**config.mk**
```make
export PLATFORM = sky130hd
export DESIGN_NAME = frame_len_policer
export DESIGN_NICKNAME = d
export VERILOG_FILES = /design/src/rtl/flp_pkg.sv /design/src/rtl/flp_regs.sv /design/src/rtl/flp_guard.sv /design/src/rtl/frame_len_policer.sv
export SDC_FILE = /design/constraint.sdc
export NUM_CORES = 1
export LEC_CHECK = 0
export ABC_AREA = 1
export BUFFER_PORTS_ARGS = -buffer_cell sky130_fd_sc_hd__buf_2
export CAP_MARGIN = 20
export CORE_MARGIN = 1.5
export CORE_UTILIZATION = 40
export DETAILED_ROUTE_END_ITERATION = 7
export GPL_TIMING_DRIVEN = 0
export PLACE_DENSITY = 0.65
export SLEW_MARGIN = 10
export SYNTH_ARGS = -nofsm -noshare
export SYNTH_HDL_FRONTEND = slang
export SYNTH_SLANG_ARGS = --single-unit
```
**constraint.sdc**
```tcl
create_clock -name clk -period 2.8 [get_ports clk]
set_input_delay 0.84 -clock clk [delete_from_list [all_inputs] [get_ports clk]]
set_output_delay 0.84 -clock clk [all_outputs]
set_load 0.02 [all_outputs]
```
**src/rtl/flp_pkg.sv**
```systemverilog
package flp_pkg;
  localparam int unsigned LEN_W  = 14;
  localparam int unsigned CNT_W  = 16;
  localparam int unsigned ADDR_W = 8;
  localparam int unsigned WORD_W = 32;

  localparam logic [ADDR_W-1:0] ADDR_CFG  = 8'h00;
  localparam logic [ADDR_W-1:0] ADDR_STAT = 8'h24;
  localparam logic [ADDR_W-1:0] ADDR_JMAX = 8'h48;

  localparam int unsigned CFG_JUMBO_BIT  = 3;
  localparam int unsigned CFG_RXEXT_BIT  = 8;
  localparam int unsigned STAT_ERR_BIT   = 6;

  localparam logic [CNT_W-1:0] STD_LIMIT    = 16'd1518;
  localparam logic [CNT_W-1:0] RX_EXT_LIMIT = 16'd1538;

  // Smaller of the programmed jumbo length and the build ceiling, widened.
  function automatic logic [CNT_W-1:0] clamp_len(input logic [LEN_W-1:0] prog,
                                                 input logic [LEN_W-1:0] ceil);
    logic [LEN_W-1:0] pick;
    pick = (prog > ceil) ? ceil : prog;
    return {{(CNT_W-LEN_W){1'b0}}, pick};
  endfunction

  // Limit for one frame given the mode bits and the direction.
  function automatic logic [CNT_W-1:0] pick_limit(input logic jumbo_en,
                                                  input logic ext_en,
                                                  input logic is_rx,
                                                  input logic [CNT_W-1:0] jumbo_eff);
    if (jumbo_en)             return jumbo_eff;
    else if (is_rx && ext_en) return RX_EXT_LIMIT;
    else                      return STD_LIMIT;
  endfunction

  // Saturating increment of a byte count.
  function automatic logic [CNT_W-1:0] sat_inc(input logic [CNT_W-1:0] cnt);
    return (&cnt) ? cnt : cnt + 1'b1;
  endfunction
endpackage

```
**src/rtl/flp_regs.sv**
```systemverilog
module flp_regs
  import flp_pkg::*;
#(
  parameter logic [LEN_W-1:0] CEIL = 14'd10240
) (
  input  logic              clk,
  input  logic              rst_n,
  input  logic              wr_en,
  input  logic [ADDR_W-1:0] addr,
  input  logic [WORD_W-1:0] wdata,
  output logic [WORD_W-1:0] rdata,
  input  logic              err_set,
  output logic              cfg_jumbo,
  output logic              cfg_rxext,
  output logic [CNT_W-1:0]  jumbo_eff,
  output logic              err,
  output logic              err_clr
);
  logic [WORD_W-1:0] cfg_q;
  logic [LEN_W-1:0]  jmax_q;
  logic              err_q;

  assign err_clr = wr_en && (addr == ADDR_STAT) && wdata[STAT_ERR_BIT];

  always_ff @(posedge clk or negedge rst_n) begin
    if (!rst_n) begin
      cfg_q  <= '0;
      jmax_q <= CEIL;
      err_q  <= 1'b0;
    end else begin
      if (wr_en && addr == ADDR_CFG)  cfg_q  <= wdata;
      if (wr_en && addr == ADDR_JMAX) jmax_q <= wdata[LEN_W-1:0];
      err_q <= err_set | (err_q & ~err_clr);
    end
  end

  assign cfg_jumbo = cfg_q[CFG_JUMBO_BIT];
  assign cfg_rxext = cfg_q[CFG_RXEXT_BIT];
  assign jumbo_eff = clamp_len(jmax_q, CEIL);
  assign err       = err_q;

  always_comb begin
    rdata = '0;
    case (addr)
      ADDR_CFG:  rdata = cfg_q;
      ADDR_JMAX: rdata = {{(WORD_W-LEN_W){1'b0}}, jmax_q};
      ADDR_STAT: rdata[STAT_ERR_BIT] = err_q;
      default:   rdata = '0;
    endcase
  end
endmodule

```
**src/rtl/flp_guard.sv**
```systemverilog
module flp_guard
  import flp_pkg::*;
#(
  parameter int unsigned DATA_W   = 8,
  parameter bit          IS_RX    = 1'b1,
  parameter bit          TRUNCATE = 1'b0
) (
  input  logic              clk,
  input  logic              rst_n,
  input  logic              cfg_jumbo,
  input  logic              cfg_rxext,
  input  logic [CNT_W-1:0]  jumbo_eff,
  input  logic              in_valid,
  input  logic              in_last,
  input  logic [DATA_W-1:0] in_data,
  output logic              out_valid,
  output logic              out_last,
  output logic [DATA_W-1:0] out_data,
  output logic              out_drop,
  output logic              err_pulse,
  output logic              busy,
  output logic [CNT_W-1:0]  lim
);
  logic             busy_q, bad_q;
  logic [CNT_W-1:0] cnt_q, lim_q;
  logic             first, bad_prev, over_now, bad_nxt, fwd;
  logic [CNT_W-1:0] lim_now, cnt_nxt;

  assign first    = in_valid & ~busy_q;
  assign lim_now  = first ? pick_limit(cfg_jumbo, cfg_rxext, IS_RX, jumbo_eff) : lim_q;
  assign cnt_nxt  = first ? {{(CNT_W-1){1'b0}}, 1'b1} : sat_inc(cnt_q);
  assign bad_prev = first ? 1'b0 : bad_q;
  assign over_now = cnt_nxt > lim_now;
  assign bad_nxt  = bad_prev | over_now;
  assign err_pulse = in_valid & over_now & ~bad_prev;

  generate
    if (TRUNCATE) begin : g_trunc
      assign fwd = in_last | ~bad_nxt;
    end else begin : g_pass
      assign fwd = 1'b1;
    end
  endgenerate

  always_ff @(posedge clk or negedge rst_n) begin
    if (!rst_n) begin
      busy_q <= 1'b0;
      bad_q  <= 1'b0;
      cnt_q  <= '0;
      lim_q  <= '0;
    end else if (in_valid) begin
      busy_q <= ~in_last;
      lim_q  <= lim_now;
      cnt_q  <= in_last ? '0 : cnt_nxt;
      bad_q  <= in_last ? 1'b0 : bad_nxt;
    end
  end

  always_ff @(posedge clk or negedge rst_n) begin
    if (!rst_n) begin
      out_valid <= 1'b0;
      out_last  <= 1'b0;
      out_data  <= '0;
      out_drop  <= 1'b0;
    end else begin
      out_valid <= in_valid & fwd;
      out_last  <= in_valid & in_last;
      out_data  <= in_data;
      out_drop  <= in_valid & in_last & bad_nxt;
    end
  end

  assign busy = busy_q;
  assign lim  = lim_q;
endmodule

```
**src/rtl/frame_len_policer.sv**
```systemverilog
module frame_len_policer
  import flp_pkg::*;
#(
  parameter int unsigned JUMBO_CEIL = 10240,
  parameter int unsigned DATA_W     = 8
) (
  input  logic              clk,
  input  logic              rst_n,
  input  logic              reg_wr_en,
  input  logic [7:0]        reg_addr,
  input  logic [31:0]       reg_wdata,
  output logic [31:0]       reg_rdata,
  input  logic              rx_in_valid,
  input  logic              rx_in_last,
  input  logic [DATA_W-1:0] rx_in_data,
  output logic              rx_out_valid,
  output logic              rx_out_last,
  output logic [DATA_W-1:0] rx_out_data,
  output logic              rx_out_drop,
  input  logic              tx_in_valid,
  input  logic              tx_in_last,
  input  logic [DATA_W-1:0] tx_in_data,
  output logic              tx_out_valid,
  output logic              tx_out_last,
  output logic [DATA_W-1:0] tx_out_data,
  output logic              tx_out_drop,
  output logic              err_irq
);
  localparam int unsigned CEIL_MAX = (1 << LEN_W) - 1;
  localparam logic [LEN_W-1:0] CEIL_V =
    (JUMBO_CEIL > CEIL_MAX) ? LEN_W'(CEIL_MAX) : LEN_W'(JUMBO_CEIL);

  logic             cfg_jumbo, cfg_rxext, err_clr;
  logic [CNT_W-1:0] jumbo_eff;
  logic             rx_err_evt, tx_err_evt, err_set;
  logic             rx_busy, tx_busy;
  logic [CNT_W-1:0] rx_lim, tx_lim;

  assign err_set = rx_err_evt | tx_err_evt;

  flp_regs #(.CEIL(CEIL_V)) u_regs (
    .clk(clk), .rst_n(rst_n),
    .wr_en(reg_wr_en), .addr(reg_addr), .wdata(reg_wdata), .rdata(reg_rdata),
    .err_set(err_set), .cfg_jumbo(cfg_jumbo), .cfg_rxext(cfg_rxext),
    .jumbo_eff(jumbo_eff), .err(err_irq), .err_clr(err_clr)
  );

  flp_guard #(.DATA_W(DATA_W), .IS_RX(1'b1), .TRUNCATE(1'b0)) u_rx (
    .clk(clk), .rst_n(rst_n),
    .cfg_jumbo(cfg_jumbo), .cfg_rxext(cfg_rxext), .jumbo_eff(jumbo_eff),
    .in_valid(rx_in_valid), .in_last(rx_in_last), .in_data(rx_in_data),
    .out_valid(rx_out_valid), .out_last(rx_out_last), .out_data(rx_out_data),
    .out_drop(rx_out_drop), .err_pulse(rx_err_evt), .busy(rx_busy), .lim(rx_lim)
  );

  flp_guard #(.DATA_W(DATA_W), .IS_RX(1'b0), .TRUNCATE(1'b1)) u_tx (
    .clk(clk), .rst_n(rst_n),
    .cfg_jumbo(cfg_jumbo), .cfg_rxext(cfg_rxext), .jumbo_eff(jumbo_eff),
    .in_valid(tx_in_valid), .in_last(tx_in_last), .in_data(tx_in_data),
    .out_valid(tx_out_valid), .out_last(tx_out_last), .out_data(tx_out_data),
    .out_drop(tx_out_drop), .err_pulse(tx_err_evt), .busy(tx_busy), .lim(tx_lim)
  );
endmodule

```
* Word level (Yosys, flattened, before mapping)
Index checks and enable logic that the tools add are counted.
Storage, ports and cells: input port bits 63, output and inout bits 55, bits in registers 137, logic and storage cells 77
Operators by class: $lt $le $gt $ge 3, equal/unequal tests 2, add/subtract/negate cells 2, reduce and logical (&&, ||, !) cells 7, muxes and demuxes 19, bitwise operators 25
Operators by type and width (number):
- $mux 16 | 8
- $pmux 25 s2 | 1
- $mux 14 | 3
- $add 16x1->16 const B | 2
- $gt 16x16->1 | 2
- $reduce_and 16->1 | 2
- $gt 14x14->1 const B | 1
- $and 1x1->1 | 12
- $pmux 6 s2 | 1
- $mux 10 | 1
- $eq 8x6->1 const B | 1
- $eq 8x7->1 const B | 1
- $logic_not 8->1 | 1
- $not 1->1 | 8
- $or 1x1->1 | 5
- $logic_and 1x1->1 | 4
- $mux 1 | 4
- $pmux 1 s3 | 1

* Depth between registers and ports, before layout
Gate-level depths: netlist of run 1.
word-level depth 9, gate-level depth with buffers 24, depth with buffers taken out 24

* By module
Synthesis of run 1 repeated with hierarchy kept, for this count alone.
Second synthesis, totals: cell total of the unflattened synthesis 1017, area total of the unflattened synthesis 7766.2 sq um
By module, submodules not included:
- flp_guard (u_rx) | sequential area each 1126.1 sq um, area an instance 2651.3 sq um, instances 1, cells an instance 344
- flp_guard (u_tx) | sequential area each 1126.1 sq um, area an instance 2643.8 sq um, instances 1, cells an instance 330
- flp_regs | sequential area each 1178.6 sq um, area an instance 2459.9 sq um, instances 1, cells an instance 340
- frame_len_policer | sequential area each 0.0 sq um, area an instance 11.3 sq um, instances 1, cells an instance 3

* Worst setup path after synthesis of run 1
No wires, ideal clock.
kind input to output, start point in reg_addr[1], end point out reg_rdata[0], data required time 1.960 ns, arrival 2.176 ns, cell stages on the path 6, setup slack -0.216 ns, buffers on the path 1, cell sequence nor2_1 > nand2_1 > nor4_4 > inv_1 > clkbuf_1 > o21ai_0
On the way: cells in the longest elaborated chain, start to end 2, elaborated cells on any way between the ends 3, those cells by class 1 x eq/ne; 1 x mux; 1 x reduce/logical
RTL lines:
- start: declaration | RTL line frame_len_policer.sv:10 | input logic [7:0] reg_addr,
- $eq 8x7->1 or $logic_not 8->1 (tied branches) | RTL line flp_regs.sv:44 | case (addr)
- $pmux 6 s2 (*) | RTL line flp_regs.sv:44
- end: declaration | RTL line frame_len_policer.sv:12 | output logic [31:0] reg_rdata,
Mark *: on every way between the ends. The rest lies on a longest branch, timed or not.

* Worst setup path after layout of run 1
start point in reg_addr[7], end point out reg_rdata[10]
On the way: cells in the longest elaborated chain, start to end 2, elaborated cells on any way between the ends 3, those cells by class 1 x eq/ne; 1 x mux; 1 x reduce/logical
RTL lines (RTL line):
- $eq 8x7->1 or $logic_not 8->1 (tied branches) | flp_regs.sv:44
- $pmux 25 s2 (*) | flp_regs.sv:44
Marked as above.

==> results.json, run 1 <==
{
  "status": "finished, violations left",
  "violations": "setup timing",
  "yosysSeqAreaShare_pct": 45.5,
  "endpoint_kind": "output pin",
  "required_ns": 1.96,
  "vdd_ir_drop_max_mv": 0.390,
  "grt_pass1_vias": 6628,
  "worstReg2RegStart": "u_rx.cnt_q[0]$_DFFE_PN0P_",
  "wl_per_cell_um": 14.7,
  "yosys_warnings": 0,
  "critPathBufInv": 3,
  "cp_slowest_cell": "or3_4",
  "cp-start-kind": "primary input",
  "max_freq_ghz": 0.331,
  "cp_cell_sequence": "buf_8 > or2_1 > or3_4 > nor2_8 > buf_8 > nand2_1 > o21ai_4 > buf_6",
  "grt_max_degree": 80,
  "drv_cap": 0,
  "synth_nets": 1074,
  "timing.final.hold_violations": 0,
  "netlist_area_um2": 7530,
  "cts_tree": "done",
  "die_area_um2": 19700,
  "numPortBuffers": 117,
  "synth_ff_type": "dfrtp_1",
  "fin_nets": 1240,
  "core-area_um2": 18600,
  "fillerInstances": 1665,
  "syn_inst": 977,
  "syn_to_final_growth_pct": 33.8,
  "place_congestion": 0.871,
  "finalSetupTns_ns": -5.77,
  "root_buffer": "clkbuf_16",
  "drt_iter0_markers": 485,
  "drc": 0,
  "grt_use_total_pct": 21.6,
  "synth.top_cell.area_share_pct": 44.9,
  "ys_ff_latch": 137,
  "cpLargestDelayFamily": "simple AND/OR/NAND/NOR gates",
  "layout-drive-gt1-share_pct": 28.3,
  "worst_slew_pin_slew_ns": 0.772,
  "grt_pass1_wl_mm": 33.7,
  "finalInstanceArea_um2": 10100,
  "num_vias": 6971,
  "reg2reg_slack_ns": 0.08,
  "num_rows": 50,
  "critPathMostFrequentCell": "buf_8",
  "ant_nets": 0,
  "crit_arrival_ns": 2.18,
  "synth_top_area_cell": "dfrtp_1",
  "rsz0062_at_grt": "yes",
  "synth.most_common_cell": "nand2_1",
  "antenna_found_initial": 0,
  "place_area_um2": 8660,
  "io_pins": 118,
  "clk_latency_ns": 0.43,
  "finalWorstSetupSlack_ns": -0.219,
  "period_share_pct": 108,
  "diodes": 0,
  "cellPowerDensity_nw_per_um2": 506,
  "report.final.slew_viol_count": 0,
  "htree_levels": 4,
  "hold_class": "in -> async",
  "cts.clk_slew.worst_paths_ns": 0.06,
  "avgViaCountPerCell": 5.02,
  "drt_first_pass_iters": 5,
  "overflow": 0,
  "cpPeakStageDelay_ns": 0.37,
  "cp_max_fo": 10,
  "synthArstFlopShare_pct": 100,
  "power_leakage_nw": 5.19,
  "worstReg2RegEnd": "u_rx.bad_q$_DFFE_PN0P_",
  "rr_worst_depth": 18,
  "clock_path_buffers": 2,
  "clkSinkCount": 137,
  "die_y_um": 140,
  "yosys-top-cells-count": "256 x nand2_1, 146 x inv_1, 135 x dfrtp_1, 90 x nor2_1, 87 x o21ai_0",
  "min_period_ns": 3.02,
  "fin_worst_skew_ns": 0.00884,
  "maxSlewHeadroom_pct": 48.3,
  "critPathKind": "in -> out",
  "hpwl_mm": 14.2,
  "synth_edf_count": 0,
  "synth_cell_type_count": 36,
  "setup_viol": 32,
  "start_util_pct": 40.5,
  "ys_top_cells_by_area": "dfrtp_1 45%, nand2_1 13%, inv_1 7.3%",
  "synth_area_per_cell_um2": 7.71,
  "finalWirelength_mm": 20.4,
  "fp.dieW_um": 140,
  "cts_buffers": 17
}
## logic make-up after synthesis
kind of cell | count (synthesis) | share of synthesized area, %
AOI/OAI and AO/OA | 168 | 12.5
xor gates and xnor gates | 10 | 1.16
adders and majority gates | 34 | 5.65
buffers and inverters | 179 | 9.58
DFF | 137 | 45.5
and+or+nand+nor | 449 | 25.5
## flip-flops by register name, indices dropped and copies added (netlist names)
signal and cells:
u_rx.out_data 8, u_rx.lim 16, u_regs.jmax_q 14, u_tx.busy 1, u_tx.out_valid 1, u_tx.bad_q 1
u_rx.cnt_q 16, u_rx.busy 1, u_rx.out_last 1, u_tx.out_last 1, u_tx.cnt_q 16, u_regs.err 1
u_rx.out_drop 1, u_tx.out_data 8, u_tx.lim 16, u_rx.bad_q 1, u_rx.out_valid 1, u_tx.out_drop 1
u_regs.cfg_q 32
## layer usage
metal	up-vias	track usage [%]	wire, um
met5	-	0	0
met3	23	4.68	1220
li1	3439	-	-
met1	3312	30.0	9230
met4	0	5.54	261
met2	197	34.5	9660
## through the flow
stage / hold slack, ns / worst slack (ns) / instances / power, mW / utilization (%)
after floorplan: 0.437 / -0.0208 / 977 / 2.55 / -
after global placement: 0.452 / -1.17 / 1328 / 2.76 / 46.4
after detailed placement: 0.458 / -0.867 / 1329 / 2.78 / 46.6
after CTS: 0.346 / -0.257 / 1375 / 5.09 / 52.5
after global routing: 0.361 / -0.263 / 1390 / 5.33 / 54.2
final: 0.324 / -0.219 / 1390 / 5.10 / 54.2
## cell type report
cell class | instances | area [um2] | area share (%)
multi-input cells | 662 | 3850 | 38.2
plain buffers | 31 | 245 | 2.43
repair buffers | 146 | 1110 | 11.0
well taps | 234 | 293 | 2.90
clock buffers | 18 | 429 | 4.26
clock inverters | 14 | 161 | 1.60
inverters | 148 | 563 | 5.59
flip-flops and latches | 137 | 3430 | 34.0
## power by group
| group | internal (mW) | leakage, nW | switching [mW] | total [mW] |
|---|---|---|---|---|
| registers | 2.10 | 1.70 | 0.0553 | 2.15 |
| logic | 0.235 | 3.20 | 0.412 | 0.647 |
| clock network | 1.34 | 0.285 | 0.961 | 2.30 |
| total | 3.67 | 5.19 | 1.43 | 5.10 |
## worst max path at each step
| stage | startpoint | end | slack, ns | cells after the start |
|---|---|---|---|---|
| final | reg_addr[7] | reg_rdata[10] | -0.22 | 8 |
| after global routing | reg_addr[7] | reg_rdata[1] | -0.26 | 8 |
| after CTS | reg_addr[7] | reg_rdata[10] | -0.26 | 8 |
| after detailed placement | rx_in_valid | u_rx.bad_q$_DFFE_PN0P_ | -0.87 | 17 |
| after global placement | rst_n | u_rx.out_data[3]$_DFF_PN0_ | -1.17 | 1 |
| after floorplan | reg_addr[7] | reg_rdata[15] | -0.02 | 6 |
## cell usage in the layout, fill, tap and decap left out, types with 21 or more instances in the layout
cell and n:
nand2_1 243, inv_1 144, dfrtp_1 135, buf_2 84, o21ai_0 70, nor2_1 61, buf_6 40, nand3_1 39
ha_1 31, a21oi_1 27, nor2_2 24, buf_4 24, nor2_4 23, a21oi_2 21
## timing repair
action                     in CTS  in global routing
buffers inserted               13                 13
hold buffers                    0                  0
setup endpoints to repair      38                 38
gates resized for setup       111                 71
pin swaps                       7                 14
gates cloned                    1                  2
Power figures use the tool's default switching activity.
==> inputs of run 2 (changes only) <==
- ABC_AREA: 1 -> default
==> run 2 against run 1 <==
  * The run ends with DRC, setup timing left
  * Sequential cell count stayed put
  * Highest routed layer unchanged
  * Largest cell class unchanged
  * Synthesized cell count shrank 25%
  * Clock-buffer cell count shrank 1
  * Fmax fell by 3.2%
  * Register-to-register slack worse by 0.40 ns
  * Sequential share of layout area decreased by 0.95 points
  * Non-clock buffer count rose by 47
  * Wire length up 0.27%
  * Critical path depth is 6 higher
  * Clock power is essentially flat
==> results.json, run 2 <==
{
  "status": "finished, violations left",
  "violations": "DRC, setup timing",
  "synth_nets": 830,
  "crit_arrival_ns": 3.46,
  "ant_nets": 0,
  "netlist_area_um2": 7440,
  "max_freq_ghz": 0.321,
  "fin_nets": 1038,
  "synth_top_area_cell": "dfrtp_1",
  "yosys-top-cells-count": "135 x dfrtp_1, 62 x nor2_1, 61 x nand2_1, 51 x a21oi_1, 40 x inv_1",
  "pre_cts_ws_ns": -0.792,
  "synth_ff_type": "dfrtp_1",
  "cp_max_fo": 6,
  "grt_use_total_pct": 20.7,
  "grt_pass1_wl_mm": 32.0,
  "antenna_found_initial": 0,
  "setup_viol": 38,
  "hold_class": "in -> async",
  "dp.cells": 1080,
  "clk_latency_ns": 0.43,
  "ys_ff_latch": 137,
  "cts.clk_slew.worst_paths_ns": 0.07,
  "report.final.slew_viol_count": 0,
  "fp.dieW_um": 139,
  "grt_max_degree": 74,
  "synth_area_per_cell_um2": 10.1,
  "numPortBuffers": 117,
  "final_cells": 1183,
  "htree_levels": 4,
  "drt_first_pass_iters": 7,
  "clkSinkCount": 137,
  "cts_tree": "done",
  "timing.final.hold_violations": 0,
  "yosys_warnings": 0,
  "yosysSeqAreaShare_pct": 46.1,
  "rsz0062_at_grt": "yes",
  "num_vias": 6338,
  "fin_worst_skew_ns": 0.0117,
  "drc": 6,
  "layout-drive-gt1-share_pct": 43.4,
  "die_area_um2": 19400,
  "overflow": 0,
  "wl_per_cell_um": 17.3,
  "synth_cell_type_count": 63,
  "multi_input_area_um2": 4200,
  "root_buffer": "clkbuf_16",
  "grt_pass1_vias": 6325,
  "place_area_um2": 8580,
  "drt_iter0_markers": 310,
  "critPathKind": "reg -> reg",
  "finalWirelength_mm": 20.4,
  "fin_util_pct": 57.7,
  "diodes": 0,
  "hpwl_mm": 13.1,
  "maxSlewHeadroom_pct": 53.5,
  "place_congestion": 0.821,
  "synth_edf_count": 0,
  "power_leakage_nw": 5.04,
  "start_util_pct": 41.1,
  "cellPowerDensity_nw_per_um2": 480,
  "ys_top_cells_by_area": "dfrtp_1 45%, mux2_4 6.3%, ha_1 5.7%",
  "fillerInstances": 1485,
  "cp-start-kind": "register",
  "largest_reg_flops": 32,
  "drv_cap": 0,
  "min_period_ns": 3.12,
  "vdd_ir_drop_max_mv": 0.375,
  "required_ns": 3.14,
  "io_pins": 118,
  "num_rows": 49,
  "holdBufCountCts": 0,
  "syn_inst": 733,
  "synth.most_common_cell": "dfrtp_1",
  "synthArstFlopShare_pct": 100,
  "die_y_um": 139,
  "syn_to_final_growth_pct": 40.4,
  "synth.top_cell.area_share_pct": 45.4,
  "endpoint_kind": "register",
  "cts_buffers": 17,
  "seq_area_um2": 3450,
  "worst_slew_pin_slew_ns": 0.695,
  "finalWorstSetupSlack_ns": -0.320,
  "final_common_cell": "dfrtp_1",
  "period_share_pct": 111,
  "finalInstanceArea_um2": 10400,
  "final_cell_mix": "116 x dfrtp_1, 83 x buf_2, 58 x nor2_1",
  "avgViaCountPerCell": 5.36,
  "core-area_um2": 18100,
  "clock_path_buffers": 2,
  "regMostFlops": "u_regs.cfg_q"
}
==> run 2: kinds of logic (layout without fill, tap and decap cells) <==
kind of cell,after synthesis,count (layout),share of synthesized area (%)
simple gates,234,234,16.3
compound gates,181,181,15.8
flops,137,137,46.1
buf+inv,75,296,4.41
mux,47,47,8.68
fa+ha+maj,34,34,5.72
xor+xnor,25,25,2.94
==> run 2: area by class of cell <==
type	count	area share (%)
timing repair buffer	189	13.9
sequential	137	33.1
buffer	35	2.89
clock inverter	15	1.65
clock buffer	17	4.07
multi-input combinational	521	40.2
tap	229	2.74
inverter	40	1.44
==> run 2: path summary, 6_finish.rpt <==
path,from,end,slack (ns),cells after the start
max in group asynchronous,rst_n,u_rx.cnt_q[12]$_DFFE_PN0P_,1.59,2
min in group clk,u_rx.lim[7]$_DFFE_PN0P_,u_rx.lim[7]$_DFFE_PN0P_,0.48,2
hold / removal,rst_n,u_regs.cfg_q[23]$_DFFE_PN0P_,0.40,1
setup reg to reg,u_regs.jmax_q[0]$_DFFE_PN0P_,u_regs.err$_DFF_PN0_,-0.32,14
setup / recovery,u_regs.jmax_q[0]$_DFFE_PN0P_,u_regs.err$_DFF_PN0_,-0.32,14
hold reg to reg,u_rx.lim[7]$_DFFE_PN0P_,u_rx.lim[7]$_DFFE_PN0P_,0.48,2
==> run 2: power breakdown <==
part           switching (mW)  internal [mW]  leakage, nW
clock                    1.01           1.27        0.289
combinational           0.331          0.257         3.01
sequential             0.0649           2.07         1.75
==> run 2: critical path, cell delays in order, from the launching register on <==
cell	delay, ns
dfrtp_2	0.44
nor4_4	0.27
a31oi_1	0.12
o21ai_2	0.23
buf_6	0.19
a31oi_4	0.10
o21ai_2	0.15
inv_1	0.09
ha_4	0.27
nand2_2	0.05
or4_4	0.52
a21o_1	0.18
nand3_2	0.08
o211ai_1	0.12
o221ai_2	0.21
==> run 2: layer usage <==
layer  wire, um  global-route usage (%)
met1       9000                    26.4
met2      10400                    35.3
met3        765                    4.65
met4        284                    5.99
met5          0                       0
==> run 2: timing repair <==
action | 4_1_cts | 5_1_grt
buffers inserted | 54 | 17
endpoints found under the setup margin | 38 | 39
pin swaps | 69 | 45
resized for setup | 154 | 52
gates cloned | 3 | 1
==> run 2: through the flow <==
stage / hold WS, ns / setup TNS [ns] / power, mW
5_1_grt: 0.441 / -8.83 / 5.19
3_5_place_dp: 0.469 / -18.33 / 2.64
6_report: 0.400 / -5.96 / 5.01
3_3_place_gp: 0.463 / -166.99 / 2.63
2_1_floorplan: 0.445 / -0.760 / 2.43
4_1_cts: 0.415 / -6.78 / 4.98
==> inputs of run 3 (changes only) <==
- PLACE_DENSITY: 0.65 -> 0.67
- clock period: 2.8 -> 2.6 ns (I/O delays scaled with it)
==> run 3 against run 2 <==
  * The flow still finishes with violations (DRC, setup timing)
  * Largest power group unchanged
  * Clock power increased by 5%
  * Non-clock buffer count decreased by 21
  * Critical endpoint unchanged
  * Setup slack got worse by 0.23 ns
  * Global-route usage decreased by 0.73 points
  * Clock-buffer cell count unchanged
==> results.json, run 3 (same netlist as run 2, synthesis figures left out) <==
{
  "maxSlewHeadroom_pct": 54.1,
  "cellPowerDensity_nw_per_um2": 524,
  "cp_max_fo": 5,
  "io_pins": 118,
  "start_util_pct": 41.1,
  "dp.cells": 1080,
  "wl_per_cell_um": 16.2,
  "sw_frac_of_total_pct": 27.1,
  "p_switching_mw": 1.43,
  "total_power_mw": 5.28,
  "avgViaCountPerCell": 5.31,
  "report.final.slew_viol_count": 0,
  "critPathKind": "reg -> reg",
  "clk_latency_ns": 0.42,
  "cp_cell_sequence": "ha_4 > nand3_4 > nor3_4 > a211oi_4 > nand3_1 > xor2_1 > nor2_1 > ha_1 > nand2_2 > or4_4 > a21o_1 > nand3_2 > o211ai_1 > o221ai_2",
  "cts_buffers": 17,
  "die_y_um": 139,
  "power_leakage_nw": 4.97,
  "holdBufCountCts": 0,
  "grt_pass1_vias": 6032,
  "cpLargestDelayFamily": "simple AND/OR/NAND/NOR gates",
  "clkSinkCount": 137,
  "ant_nets": 0,
  "final_cells": 1162,
  "finalWorstSetupSlack_ns": -0.545,
  "crit_arrival_ns": 3.47,
  "min_period_ns": 3.15,
  "fp.dieW_um": 139,
  "rr_worst_depth": 14,
  "pwr-share-comb_pct": 11.2,
  "htree_levels": 4,
  "hold_class": "in -> async",
  "worst_slew_pin_slew_ns": 0.689,
  "core-area_um2": 18100,
  "numPortBuffers": 117,
  "largest_reg_flops": 32,
  "root_buffer": "clkbuf_16",
  "period_share_pct": 121,
  "critPathBufInv": 0,
  "drc": 3,
  "regMostFlops": "u_regs.cfg_q",
  "grt_use_total_pct": 20.0,
  "p_seq_share_pct": 43.5,
  "setup_viol": 38,
  "p_int_mw": 3.85,
  "required_ns": 2.93,
  "max_freq_ghz": 0.318,
  "worstReg2RegEnd": "u_regs.err$_DFF_PN0_",
  "layout-drive-gt1-share_pct": 39.7,
  "finalSetupTns_ns": -10.67,
  "num_rows": 49,
  "rsz0062_at_grt": "yes",
  "die_area_um2": 19400,
  "drv_cap": 0,
  "critPathLaunch": "u_rx.cnt_q[0]$_DFFE_PN0P_",
  "cp_slowest_cell": "or4_4",
  "endpoint_kind": "register",
  "overflow": 0,
  "cp-start-kind": "register",
  "place_congestion": 0.863,
  "reg2reg_slack_ns": -0.55,
  "worstReg2RegStart": "u_rx.cnt_q[0]$_DFFE_PN0P_",
  "cts.clk_slew.worst_paths_ns": 0.06,
  "antenna_found_initial": 0,
  "p_clk_share_pct": 45.3,
  "hpwl_mm": 12.9,
  "diodes": 0,
  "violations": "DRC, setup timing",
  "timing.final.hold_violations": 0,
  "finalWirelength_mm": 18.8,
  "final_cell_mix": "120 x dfrtp_1, 85 x buf_2, 58 x nor2_1",
  "final_common_cell": "dfrtp_1",
  "fin_worst_skew_ns": 0.00589,
  "clock_path_buffers": 2,
  "num_vias": 6174,
  "grt_pass1_wl_mm": 30.8,
  "syn_to_final_growth_pct": 35.5,
  "fin_nets": 1017,
  "vdd_ir_drop_max_mv": 0.487,
  "cp.depth": 14,
  "drt_first_pass_iters": 6,
  "grt_max_degree": 75,
  "drt_iter0_markers": 331,
  "fillerInstances": 1535,
  "cpPeakStageDelay_ns": 0.55,
  "status": "finished, violations left",
  "cts_tree": "done",
  "critPathCapture": "u_regs.err$_DFF_PN0_"
}
-- run 3: changes by cell type in the layout (fill, tap and decap cells not counted), moves of 5 or more --
cell,change
a22o_4,+5
buf_4,-11
buf_6,-11
a22o_1,-5
-- run 3: worst reg2reg max path: cells and delay by family (launching register included) --
kind | cells | cell delay [ns]
and+or+nand+nor | 7 | 1.08
xor gates and xnor gates | 1 | 0.21
adders and majority gates | 2 | 0.48
AOI/OAI and AO/OA | 4 | 0.85
DFF | 1 | 0.44
-- run 3: worst min path at each step --
stage	from	end	slack, ns	cells after the start
after detailed placement	u_tx.lim[14]$_DFFE_PN0P_	u_tx.lim[14]$_DFFE_PN0P_	0.47	1
after CTS	rst_n	u_tx.out_data[5]$_DFF_PN0_	0.39	1
after global routing	rst_n	u_rx.out_data[2]$_DFF_PN0_	0.42	1
final	rst_n	u_tx.out_data[5]$_DFF_PN0_	0.37	1
after floorplan	u_rx.lim[8]$_DFFE_PN0P_	u_rx.lim[8]$_DFFE_PN0P_	0.45	2
after global placement	u_rx.lim[14]$_DFFE_PN0P_	u_rx.lim[14]$_DFFE_PN0P_	0.47	1
-- run 3: metal layers --
metal  up-vias  GRT usage (%)  part of all wire, %
met3        14           4.06                  3.5
met5         -              0                    0
met1      3041           25.5                   44
li1       2990              -                    -
met4         0           5.99                  1.0
met2       129           34.2                   51
-- run 3: timing repair --
item,4_1_cts,5_1_grt
setup endpoints to repair,38,38
setup buffers,36,11
gates resized for setup,107,19
gates cloned,3,0
hold endpoints to repair,0,0
pin swaps,29,18
-- run 3: power groups by stage --
stage / Combinational (mW) / Sequential, mW / Clock, mW
2_1_floorplan: 0.280 / 2.35 / 0
3_3_place_gp: 0.497 / 2.34 / 0
4_1_cts: 0.581 / 2.29 / 2.44
5_1_grt: 0.659 / 2.31 / 2.53
3_5_place_dp: 0.511 / 2.34 / 0
6_report: 0.593 / 2.30 / 2.39
-- run 3: cell type report --
| class | count | area (um2) | share of cell area, % |
|---|---|---|---|
| buffer | 35 | 284 | 2.82 |
| sequential | 137 | 3450 | 34.2 |
| tap | 229 | 287 | 2.84 |
| clock inverter | 15 | 158 | 1.56 |
| clock buffer | 17 | 425 | 4.22 |
| inverter | 40 | 150 | 1.49 |
| timing repair buffer | 168 | 1260 | 12.5 |
| multi-input combinational | 521 | 4070 | 40.4 |
-- run 3: through the flow --
step	worst slack, ns	util [%]	hold slack [ns]	instance area, um2
after floorplan	-0.294	-	0.445	7790
after global placement	-1.49	47.9	0.467	8670
after detailed placement	-0.951	48.1	0.468	8700
after CTS	-0.557	55.0	0.389	9940
after global routing	-0.753	55.7	0.418	10100
final	-0.545	55.7	0.367	10100
